==> config.mk <==
export PLATFORM = sky130hd
export DESIGN_NAME = pfx_mag_cmp
export DESIGN_NICKNAME = d
export VERILOG_FILES = /design/src/rtl/pfx_cmp_pkg.sv /design/src/rtl/pfx_cmp_detect.sv /design/src/rtl/pfx_cmp_steer.sv /design/src/rtl/pfx_cmp_decide.sv /design/src/rtl/pfx_mag_cmp.sv
export SDC_FILE = /design/constraint.sdc
export NUM_CORES = 1
export LEC_CHECK = 0
export BUFFER_PORTS_ARGS = -buffer_cell sky130_fd_sc_hd__buf_2
export CORE_AREA = 2 2 39 41
export DETAILED_ROUTE_END_ITERATION = 16
export DIE_AREA = 0 0 41 43
export SYNTH_ARGS = -nofsm -noshare
export SYNTH_HDL_FRONTEND = slang
export SYNTH_SLANG_ARGS = --single-unit
==> constraint.sdc <==
create_clock -name vclk -period 1.55
set_clock_uncertainty 0.15 [all_clocks]
set_input_delay 0.155 -clock vclk [all_inputs]
set_output_delay 0.155 -clock vclk [all_outputs]
set_load 0.005 [all_outputs]
==> src/rtl/pfx_cmp_pkg.sv <==
package pfx_cmp_pkg;
   // Bits covered by one stop group. The five-input bound of the enable tier depends on it.
   localparam int GROUP_W = 4;

   function automatic int group_count(input int width);
      return width / GROUP_W;
   endfunction

   function automatic int prefix_levels(input int groups);
      return (groups > 1) ? $clog2(groups) : 0;
   endfunction
endpackage

==> src/rtl/pfx_cmp_detect.sv <==
module pfx_cmp_detect
   import pfx_cmp_pkg::*;
#(
   parameter int N = 8
) (
   input  logic [N-1:0]                 a,
   input  logic [N-1:0]                 b,
   output logic [N-1:0]                 diff,
   output logic [group_count(N)-1:0]    stop
);
   localparam int G = group_count(N);

   // Tier 1: per-bit difference flag
   genvar k;
   generate
      for (k = 0; k < N; k++) begin : g_bit
         assign diff[k] = a[k] ^ b[k];
      end
   endgenerate

   // Tier 2: a group stops lower comparison if any of its bits differ
   genvar g;
   generate
      for (g = 0; g < G; g++) begin : g_grp
         assign stop[g] = |diff[g*GROUP_W +: GROUP_W];
      end
   endgenerate
endmodule

==> src/rtl/pfx_cmp_steer.sv <==
module pfx_cmp_steer
   import pfx_cmp_pkg::*;
#(
   parameter int N = 8
) (
   input  logic [N-1:0]                 a,
   input  logic [N-1:0]                 b,
   input  logic [N-1:0]                 diff,
   input  logic [group_count(N)-1:0]    stop,
   output logic [N-1:0]                 left_bus,
   output logic [N-1:0]                 right_bus
);
   localparam int G  = group_count(N);
   localparam int LV = prefix_levels(G);

   // Suffix AND of "group is quiet" flags, two-input cells, log depth
   logic [LV:0][G-1:0] quiet_pfx;
   logic [G-1:0]       grp_clear;
   logic [N-1:0]       sel;

   always_comb begin
      quiet_pfx[0] = ~stop;
      for (int l = 1; l <= LV; l++) begin
         for (int g = 0; g < G; g++) begin
            if (g + (1 << (l - 1)) < G)
               quiet_pfx[l][g] = quiet_pfx[l-1][g] & quiet_pfx[l-1][g + (1 << (l - 1))];
            else
               quiet_pfx[l][g] = quiet_pfx[l-1][g];
         end
      end
   end

   genvar g;
   generate
      for (g = 0; g < G; g++) begin : g_clear
         if (g == G - 1) begin : g_top
            assign grp_clear[g] = 1'b1;
         end else begin : g_low
            assign grp_clear[g] = quiet_pfx[LV][g+1];
         end
      end
   endgenerate

   // Tier 3 enable (at most five inputs) and tier 4 steering mux
   genvar k;
   generate
      for (k = 0; k < N; k++) begin : g_bit
         localparam int GI  = k / GROUP_W;
         localparam int POS = k % GROUP_W;
         localparam int TOP = GI * GROUP_W + GROUP_W - 1;
         logic hi_quiet;
         if (POS == GROUP_W - 1) begin : g_edge
            assign hi_quiet = 1'b1;
         end else begin : g_inner
            assign hi_quiet = ~|diff[TOP:k+1];
         end
         assign sel[k]       = diff[k] & hi_quiet & grp_clear[GI];
         assign left_bus[k]  = sel[k] ? a[k] : 1'b0;
         assign right_bus[k] = sel[k] ? b[k] : 1'b0;
      end
   endgenerate

   always_comb begin

      sel_onehot_chk: assert ($onehot0(sel))
         else $error("more than one bit position enabled");

      bus_disjoint_chk: assert ((left_bus & right_bus) == '0)
         else $error("a position drives both buses");

      first_diff_chk: assert ((|diff) == (|sel))
         else $error("difference present but no position enabled, or the reverse");
   end
endmodule

==> src/rtl/pfx_cmp_decide.sv <==
module pfx_cmp_decide
   import pfx_cmp_pkg::*;
#(
   parameter int N = 8
) (
   input  logic [N-1:0] left_bus,
   input  logic [N-1:0] right_bus,
   output logic         gt,
   output logic         lt,
   output logic         eq
);
   localparam int G = group_count(N);

   logic [G-1:0] left_nor;
   logic [G-1:0] right_nor;

   genvar g;
   generate
      for (g = 0; g < G; g++) begin : g_nor
         assign left_nor[g]  = ~|left_bus[g*GROUP_W +: GROUP_W];
         assign right_nor[g] = ~|right_bus[g*GROUP_W +: GROUP_W];
      end
   endgenerate

   assign gt = ~&left_nor;
   assign lt = ~&right_nor;
   assign eq = ~(gt | lt);

   always_comb begin

      flag_excl_chk: assert (!(gt && lt))
         else $error("greater and smaller flags both set");
   end
endmodule

==> src/rtl/pfx_mag_cmp.sv <==
module pfx_mag_cmp
   import pfx_cmp_pkg::*;
#(
   parameter int N = 8
) (
   input  logic [N-1:0] op_a,
   input  logic [N-1:0] op_b,
   output logic         a_gt_b,
   output logic         a_lt_b,
   output logic         a_eq_b
);
   localparam int G = group_count(N);

   // width must fill whole groups
   generate
      if ((N < GROUP_W) || (N % GROUP_W != 0)) begin : g_bad_width
         $error("pfx_mag_cmp: N must be a positive multiple of 4");
      end
   endgenerate

   logic [N-1:0] diff;
   logic [G-1:0] stop;
   logic [N-1:0] left_bus;
   logic [N-1:0] right_bus;

   pfx_cmp_detect #(.N(N)) u_detect (
      .a    (op_a),
      .b    (op_b),
      .diff (diff),
      .stop (stop)
   );

   pfx_cmp_steer #(.N(N)) u_steer (
      .a         (op_a),
      .b         (op_b),
      .diff      (diff),
      .stop      (stop),
      .left_bus  (left_bus),
      .right_bus (right_bus)
   );

   pfx_cmp_decide #(.N(N)) u_decide (
      .left_bus  (left_bus),
      .right_bus (right_bus),
      .gt        (a_gt_b),
      .lt        (a_lt_b),
      .eq        (a_eq_b)
   );

   always_comb begin

      diff_flag_chk: assert ((|stop) == (a_gt_b | a_lt_b))
         else $error("group difference report disagrees with flags");

      one_flag_chk: assert ($countones({a_gt_b, a_lt_b, a_eq_b}) == 1)
         else $error("flags not one-hot");
   end
endmodule

; ---- After elaboration in Yosys (flattened, before gate mapping)
; Cells that the tools add are included.
[op_classes]
shift = 0
add_sub_neg = 0
mux = 16
bitwise_logic = 21
n_eq_ne = 0
reduce_logical = 24
n_mul = 0
order_cmp = 0
n_div = 0
[ops]
columns = operator, count
row1 = OR reduction 4 bit, 6
row2 = two-way mux 1 bit, 16
row3 = logical NOT 1 bit, 12
row4 = AND 1 bit, 10
row5 = XOR 1 bit, 8
row6 = OR reduction 3 bit, 2
row7 = AND reduction 2 bit, 2
row8 = OR reduction 2 bit, 2
row9 = inverter 2 bit, 1
row10 = inverter 1 bit, 1
row11 = bitwise OR 1 bit, 1
[word_totals]
latchBits = 0
ff_bits = 0
in_bits = 16
wordCells = 61
mem_bits_rw = 0
output_inout_bits = 3
n_memories = 0
rom_bits = 0

; ---- Longest topological paths before layout
; Gate-level depths: netlist (run 1).
[logic_depth]
depth_word = 12
depth_mapped = 6
ltp_nobuf = 6

; ---- By module
; A second synthesis (run 1) with hierarchy kept.
[hier_totals]
cells_unflattened = 36
area_unflattened_um2 = 310.3
[modules_own_cells]
columns = mod, cells_each, area_per_inst_um2, n_inst
row1 = pfx_cmp_steer, 19, 177.7, 1
row2 = pfx_cmp_detect, 10, 85.1, 1
row3 = pfx_cmp_decide, 7, 47.5, 1

; ---- Worst setup path after synthesis (run 1)
; OpenSTA, ideal clock, no wires.
[synth_timing]
path_type = input to output
startpoint = input op_b[2]
endpoint = output a_gt_b
cell_stages = 5
required_ns = 1.245
setup_slack_ns = -0.125
arrival_ns = 1.370
path_cell_list = xor2_1 -> or4b_1 -> a311o_1 -> o311ai_1 -> or2_1
[synth_via]
elab_chain_len = 10
elab_cells_between_ends = 18
cone_classes = mux (3) / bitwise (7) / reduce/logical (8)
[synth_lines]
columns = item, line_no
row1 = start: declaration, pfx_mag_cmp.sv:7  ; input logic [N-1:0] op_b,
row2 = XOR 1 bit *, pfx_cmp_detect.sv:17  ; assign diff[k] = a[k] ^ b[k];
row3 = OR reduction 3 bit or OR reduction 2 bit (tied branches), pfx_cmp_steer.sv:55  ; assign hi_quiet = ~|diff[TOP:k+1];
row4 = logical NOT 1 bit, pfx_cmp_steer.sv:55
row5 = AND 1 bit (2 in series), pfx_cmp_steer.sv:57  ; assign sel[k] = diff[k] & hi_quiet & grp_clear[GI];
row6 = two-way mux 1 bit, pfx_cmp_steer.sv:58  ; assign left_bus[k] = sel[k] ? a[k] : 1'b0;
row7 = OR reduction 4 bit *, pfx_cmp_decide.sv:20  ; assign left_nor[g] = ~|left_bus[g*GROUP_W +: GROUP_W];
row8 = logical NOT 1 bit *, pfx_cmp_decide.sv:20
row9 = AND reduction 2 bit *, pfx_cmp_decide.sv:25  ; assign gt = ~&left_nor;
row10 = logical NOT 1 bit *, pfx_cmp_decide.sv:25
row11 = end: declaration, pfx_mag_cmp.sv:8  ; output logic a_gt_b,
; Mark *: on every way between the ends. The rest lies on a longest branch, timed or not.

; ---- Worst setup path after layout (run 1)
[layout_timing]
startpoint = input op_b[3]
endpoint = output a_gt_b
; The elaborated chain is that of the path after synthesis.

==> impl_metrics.xml, run 1 <==
<?xml version="1.0" encoding="UTF-8"?>
<metrics>
  <group name="routing">
    <metric name="drtAntennaViolNets" unit="">0</metric>
    <metric name="vias" unit="">432</metric>
    <metric name="totalWireLength" unit="um">888</metric>
    <metric name="route.detailed.wl_per_inst" unit="um">9.758</metric>
    <metric name="drc_errors" unit="">0</metric>
    <metric name="drt_iter0_drc" unit="">4</metric>
    <metric name="detail_route.first_pass.iterations" unit="">3</metric>
    <metric name="avgViaCountPerCell" unit="">4.747</metric>
  </group>
  <group name="layout">
    <metric name="flops_and_latches" unit="">0</metric>
    <metric name="final_layout_size_suffix_gt1_share" unit="%">48.00</metric>
    <metric name="ff_latch_area" unit="um^2">0</metric>
    <metric name="clock_tree_buffer_count_of_the_final_layout" unit="">0</metric>
    <metric name="fillers" unit="">149</metric>
    <metric name="instances_no_fill" unit="">91</metric>
    <metric name="diodes" unit="">0</metric>
    <metric name="fin_util" unit="%">42.04</metric>
    <metric name="syn_to_final_growth" unit="%">82.35</metric>
    <metric name="post_layout_net_count" unit="">95</metric>
  </group>
  <group name="floorplan">
    <metric name="fp.dieW" unit="um">41</metric>
    <metric name="io-pin-count" unit="">19</metric>
    <metric name="die_area" unit="um^2">1763</metric>
    <metric name="initial_core_util" unit="%">23.06</metric>
    <metric name="die-height" unit="um">43</metric>
    <metric name="core_region_area" unit="um^2">1384</metric>
    <metric name="core.rowCount" unit="">14</metric>
  </group>
  <group name="sta">
    <metric name="final-hold-violation-count" unit="">0</metric>
    <metric name="post-route-period-util" unit="%">117.7</metric>
    <metric name="setup_viol" unit="">3</metric>
    <metric name="setup_repair_after_global_routing_missed_its_margin" unit="">yes</metric>
    <metric name="actual_slew_at_the_worst_max_slew_pin" unit="ns">0.2784</metric>
    <metric name="setup_ws" unit="ns">-0.2751</metric>
    <metric name="final.setup.tns" unit="ns">-0.6634</metric>
    <metric name="timing.fmax" unit="MHz">547.9</metric>
    <metric name="number_of_max_slew_violations_in_the_final_report" unit="">0</metric>
    <metric name="worst_slew_margin_rel" unit="%">81.36</metric>
    <metric name="layout_min_cycle_time" unit="ns">1.825</metric>
  </group>
  <group name="logic_synthesis">
    <metric name="synthesis.instances" unit="">46</metric>
    <metric name="ys_top_cells_by_area" unit="">xnor2_1, ha_1, nand3b_1</metric>
    <metric name="synth_top_area_share" unit="%">8.235</metric>
    <metric name="synthDominantAreaCellType" unit="">xnor2_1</metric>
    <metric name="post_synth_num_cell_types" unit="">29</metric>
    <metric name="yosysWarnings" unit="">0</metric>
    <metric name="postSynthAreaPerCell" unit="um^2">6.936</metric>
    <metric name="post_synth_instance_area" unit="um^2">319.1</metric>
    <metric name="ys_seq_area_share" unit="%">0</metric>
    <metric name="synth_nets" unit="">64</metric>
  </group>
  <group name="run_status">
    <metric name="outcome" unit="">finished, violations left</metric>
    <metric name="violations" unit="">negative setup slack</metric>
  </group>
  <group name="grt">
    <metric name="antenna_violations_before_repair" unit="">0</metric>
    <metric name="first_global_vias" unit="">398</metric>
    <metric name="grt_max_degree" unit="">7</metric>
    <metric name="gr-usage-all-layers" unit="%">11.09</metric>
    <metric name="grt_pass1_wl" unit="um">1476</metric>
    <metric name="grt_remaining_overflow" unit="">0</metric>
  </group>
  <group name="worst_setup_path">
    <metric name="critPathKind" unit="">input port to output pin</metric>
    <metric name="startpoint_type" unit="">input port</metric>
    <metric name="critical-path-top-delay-family" unit="">simple AND/OR/NAND/NOR gates</metric>
    <metric name="cp_data_required_time" unit="ns">1.24</metric>
    <metric name="worst_setup_path_end_kind" unit="">output pin</metric>
    <metric name="crit_chain" unit="">buf_6 &gt; nor2b_4 &gt; or4b_1 &gt; a311o_1 &gt; o311ai_2 &gt; or2_1 &gt; buf_2</metric>
    <metric name="worst_ep_arrival_time" unit="ns">1.52</metric>
    <metric name="worst-path-max-fanout" unit="">2</metric>
    <metric name="cpMaxStageDelayCell" unit="">or4b_1</metric>
    <metric name="crit_path_max_incr_delay" unit="ns">0.53</metric>
    <metric name="crit_buf_inv" unit="">2</metric>
  </group>
  <group name="power">
    <metric name="max-vdd-ir-drop" unit="mV">0.09936</metric>
    <metric name="powerDensity" unit="nW/um^2">289.0</metric>
    <metric name="sw_frac_of_total" unit="%">40.16</metric>
    <metric name="power_frac_clock" unit="%">0</metric>
    <metric name="power.share.sequential" unit="%">0</metric>
    <metric name="power.share.combinational" unit="%">100.0</metric>
    <metric name="cellInternalPower" unit="uW">100.6</metric>
    <metric name="power.leakage" unit="nW">0.2648</metric>
    <metric name="p_switching" unit="uW">67.52</metric>
  </group>
  <group name="place">
    <metric name="port-buffer-count" unit="">19</metric>
    <metric name="place.gp.congestion" unit="">0.7923</metric>
    <metric name="place_inst" unit="">90</metric>
    <metric name="place_worst_setup_slack" unit="ns">-0.3613</metric>
  </group>
  <group name="run">
    <metric name="max_cap_violations" unit="">0</metric>
  </group>
  <group name="cts">
    <metric name="cts_hold_repair.buffers" unit="">0</metric>
  </group>
  <group name="hold_path">
    <metric name="hold_path.class" unit="">input port to output pin</metric>
  </group>
</metrics>
[what timing repair did]
action / 4_1_cts / 5_1_grt
gates cloned: 0 / 0
buffers inserted: 1 / 0
pin swaps: 8 / 1
endpoints found under the setup margin: 3 / 3
gates resized for setup: 11 / 1
hold endpoints to repair: 0 / 0
[synth_stat cells, types with 2 or more instances]
cell type	count
ha_1	2
inv_1	4
nand2_1	2
nand2b_1	3
nand3b_1	3
nor2b_1	2
nor4_1	2
o21ai_0	3
or2b_1	2
xnor2_1	3
xor2_1	2
[power groups by stage]
stage          registers [mW]  clock network (mW)  logic, mW
2_1_floorplan               0                   0     0.0702
3_3_place_gp                0                   0      0.142
3_5_place_dp                0                   0      0.144
4_1_cts                     0                   0      0.168
5_1_grt                     0                   0      0.185
6_report                    0                   0      0.168
[worst min-delay path: stages]
cell	delay [ns]
buf_6	0.08
ha_4	0.11
a221o_1	0.12
nor4_1	0.06
buf_2	0.12
[path summary, 6_finish.rpt]
check  cells after the start  startpoint  slack, ns  endpoint
min                        5     op_b[7]       0.64    a_eq_b
max                        7     op_b[3]      -0.28    a_gt_b
[final cells by class]
type | instances | area (um^2) | share of cell area [%]
Multi-Input combinational cell | 41 | 329.1 | 56.56
Timing Repair Buffer | 30 | 215.2 | 36.99
Tap cell | 16 | 20.02 | 3.441
Inverter | 4 | 17.52 | 3.011
[metal layers]
| metal | vias up | global-route usage, % | wire length (um) |
|---|---|---|---|
| met4 | 0 | 0 | 0 |
| met5 | - | 0 | 0 |
| li1 | 230 | - | - |
| met1 | 189 | 13.92 | 368 |
| met2 | 13 | 20.94 | 464 |
| met3 | 0 | 0 | 56 |
[cells in the final DEF (no fill, tap or decap), types with 2 or more instances in the layout]
cell type / count
nand2b_1: 3
buf_4: 11
xnor2_1: 3
o21ai_0: 3
inv_1: 3
nor4_1: 2
buf_6: 6
buf_2: 13
nand3b_1: 3
xor2_1: 2
or2b_1: 2
nand2_1: 2
[cell families (layout without fill, tap and decap cells)]
group                      count (synthesis)  after routing  share of synthesized area [%]
xor gates and xnor gates                   5              5                          13.73
and+or+nand+nor                           22             22                          44.32
buffers and inverters                      5             34                          6.272
AOI/OAI and AO/OA                         12             12                          27.84
adders and majority gates                  2              2                          7.842
[per-stage QoR]
| stage | hold WS [ns] | power (mW) | cell area, um^2 |
|---|---|---|---|
| final | 0.6401 | 0.1681 | 581.8 |
| after global placement | 0.6823 | 0.1415 | 516.7 |
| after global routing | 0.6739 | 0.1854 | 581.8 |
| after floorplan | 0.4100 | 0.07018 | 331.6 |
| after detailed placement | 0.6865 | 0.1442 | 516.7 |
| after CTS | 0.6436 | 0.1680 | 575.6 |
Note: power is estimated with default switching activity, not from simulation.
==> run 2, diff against run 1 <==
--- a/config.mk
+++ b/config.mk
@@ -9,6 +9,7 @@
 export CORE_AREA = 2 2 39 41
 export DETAILED_ROUTE_END_ITERATION = 16
 export DIE_AREA = 0 0 41 43
+export PLACE_DENSITY = 0.57
 export SYNTH_ARGS = -nofsm -noshare
 export SYNTH_HDL_FRONTEND = slang
 export SYNTH_SLANG_ARGS = --single-unit
==> run 2 against run 1 <==
Effect of this change:
- the run still ends with negative setup slack left
- fmax grew 1.7%
- cell count shrank 1.1%
- global-route usage shrank 1.9 points
- flip-flop and latch count is the same
- routed wire length shrank 6.3%
- critical path depth is the same
- hold slack lost 0.00065 ns
- worst setup slack gained 0.030 ns
- highest routed layer unchanged
- die area is the same
==> impl_metrics.xml, run 2 (synthesized netlist as in run 1, its figures left out) <==
<?xml version="1.0" encoding="UTF-8"?>
<metrics>
  <group name="grt">
    <metric name="grt_remaining_overflow" unit="">0</metric>
    <metric name="antenna_violations_before_repair" unit="">0</metric>
    <metric name="groute.layer.met2.usage" unit="%">16.25</metric>
    <metric name="grt_max_degree" unit="">7</metric>
    <metric name="grt_pass1_wl" unit="um">1228</metric>
    <metric name="first_global_vias" unit="">329</metric>
    <metric name="gr-max-usage-layer" unit="">met2</metric>
    <metric name="grt_use_met1" unit="%">12.66</metric>
    <metric name="grt.met3_usage" unit="%">0</metric>
    <metric name="gr-usage-all-layers" unit="%">9.191</metric>
  </group>
  <group name="worst_setup_path">
    <metric name="worst-path-max-fanout" unit="">2</metric>
    <metric name="crit_path_max_incr_delay" unit="ns">0.50</metric>
    <metric name="cp_data_required_time" unit="ns">1.24</metric>
    <metric name="crit_chain" unit="">buf_2 &gt; nor2b_4 &gt; or4b_1 &gt; a311o_1 &gt; o311ai_2 &gt; or2_1 &gt; buf_2</metric>
    <metric name="crit_buf_inv" unit="">2</metric>
    <metric name="worst_ep_arrival_time" unit="ns">1.49</metric>
    <metric name="critPathKind" unit="">input port to output pin</metric>
    <metric name="cpMaxStageDelayCell" unit="">or4b_1</metric>
    <metric name="critical-path-top-delay-family" unit="">simple AND/OR/NAND/NOR gates</metric>
    <metric name="startpoint_type" unit="">input port</metric>
    <metric name="worst_setup_path_end_kind" unit="">output pin</metric>
    <metric name="critical-path-top-cell-by-count" unit="">buf_2</metric>
  </group>
  <group name="sta">
    <metric name="final.setup.tns" unit="ns">-0.6119</metric>
    <metric name="worst_slew_margin_rel" unit="%">79.09</metric>
    <metric name="post-route-period-util" unit="%">115.8</metric>
    <metric name="layout_min_cycle_time" unit="ns">1.795</metric>
    <metric name="setup_ws" unit="ns">-0.2448</metric>
    <metric name="final-hold-violation-count" unit="">0</metric>
    <metric name="number_of_max_slew_violations_in_the_final_report" unit="">0</metric>
    <metric name="setup_viol" unit="">3</metric>
    <metric name="timing.fmax" unit="MHz">557.2</metric>
    <metric name="actual_slew_at_the_worst_max_slew_pin" unit="ns">0.3137</metric>
    <metric name="setup_repair_after_global_routing_missed_its_margin" unit="">yes</metric>
  </group>
  <group name="routing">
    <metric name="avgViaCountPerCell" unit="">4.578</metric>
    <metric name="route.detailed.wl_per_inst" unit="um">9.244</metric>
    <metric name="drt_iter0_drc" unit="">1</metric>
    <metric name="drtAntennaViolNets" unit="">0</metric>
    <metric name="vias" unit="">412</metric>
    <metric name="detail_route.first_pass.iterations" unit="">2</metric>
    <metric name="totalWireLength" unit="um">832</metric>
    <metric name="drc_errors" unit="">0</metric>
  </group>
  <group name="floorplan">
    <metric name="io-pin-count" unit="">19</metric>
    <metric name="core.rowCount" unit="">14</metric>
    <metric name="initial_core_util" unit="%">23.06</metric>
    <metric name="core_region_area" unit="um^2">1384</metric>
    <metric name="die_area" unit="um^2">1763</metric>
    <metric name="die-height" unit="um">43</metric>
    <metric name="fp.dieW" unit="um">41</metric>
  </group>
  <group name="cts">
    <metric name="cts_setup_buffers" unit="">0</metric>
  </group>
  <group name="place">
    <metric name="place.gp.congestion" unit="">0.7808</metric>
    <metric name="port-buffer-count" unit="">19</metric>
    <metric name="detailed_place_hpwl" unit="um">739.8</metric>
    <metric name="dpl-instance-area" unit="um^2">516.7</metric>
    <metric name="place_inst" unit="">90</metric>
  </group>
  <group name="power">
    <metric name="max-vdd-ir-drop" unit="mV">0.08672</metric>
    <metric name="powerDensity" unit="nW/um^2">284.9</metric>
    <metric name="power" unit="uW">166.1</metric>
    <metric name="power.leakage" unit="nW">0.2601</metric>
  </group>
  <group name="hold_path">
    <metric name="hold_path.startpoint" unit="">op_b[7]</metric>
    <metric name="hold_path.class" unit="">input port to output pin</metric>
    <metric name="worstHoldPathCells" unit="">5</metric>
    <metric name="holdPathEnd" unit="">a_eq_b</metric>
  </group>
  <group name="layout">
    <metric name="fillers" unit="">148</metric>
    <metric name="layout.cells.most_common_list" unit="">buf_2, buf_4, buf_6</metric>
    <metric name="diodes" unit="">0</metric>
    <metric name="final_common_cell" unit="">buf_2</metric>
    <metric name="ff_latch_area" unit="um^2">0</metric>
    <metric name="flops_and_latches" unit="">0</metric>
    <metric name="fin_util" unit="%">42.13</metric>
    <metric name="syn_to_final_growth" unit="%">82.75</metric>
    <metric name="clock_tree_buffer_count_of_the_final_layout" unit="">0</metric>
    <metric name="final_layout_size_suffix_gt1_share" unit="%">50.00</metric>
    <metric name="post_layout_net_count" unit="">94</metric>
    <metric name="final_design_area_no_fill" unit="um^2">583.1</metric>
    <metric name="instances_no_fill" unit="">90</metric>
  </group>
  <group name="run_status">
    <metric name="violations" unit="">negative setup slack</metric>
    <metric name="outcome" unit="">finished, violations left</metric>
  </group>
  <group name="run">
    <metric name="max_cap_violations" unit="">0</metric>
  </group>
</metrics>
-- run 2: stage by stage --
stage | setup slack, ns | hold slack [ns]
final | -0.2448 | 0.6395
after global routing | -0.3179 | 0.6623
after CTS | -0.2564 | 0.6311
after detailed placement | -0.3307 | 0.6782
after global placement | -0.3131 | 0.6827
after floorplan | -0.08333 | 0.4100
-- run 2: layout make-up --
type / count / area [um^2] / share of cell area [%]
inverters: 4 / 17.52 / 3.004
multi-input cells: 41 / 340.3 / 58.37
well taps: 16 / 20.02 / 3.433
repair buffers: 29 / 205.2 / 35.19
-- run 2: worst max-delay path by stage --
stage               startpoint      to  slack [ns]  cells past startpoint
floorplan              op_b[2]  a_gt_b       -0.08                      5
global placement       op_b[2]  a_gt_b       -0.31                      7
detailed placement     op_b[2]  a_gt_b       -0.33                      7
CTS                    op_b[2]  a_gt_b       -0.26                      7
global route           op_b[2]  a_gt_b       -0.32                      7
finish                 op_b[3]  a_gt_b       -0.24                      7
-- run 2: what timing repair did --
action,CTS,global route
hold endpoints to repair,0,0
setup endpoints to repair,3,3
pin swaps,7,2
hold buffers,0,0
gates resized for setup,12,2
-- run 2: power by group --
part           switching, mW  internal (mW)  leakage [nW]
Sequential                 0              0             0
Clock                      0              0             0
Combinational         0.0689         0.0972         0.260
Total                 0.0689         0.0972         0.260
-- run 2: per-layer routing --
metal	vias to the layer above	wire length [um]	part of all wire, %
met5	-	0	0
met4	0	0	0
met2	12	390	47
met1	172	387	47
li1	228	-	-
met3	0	53	6.4
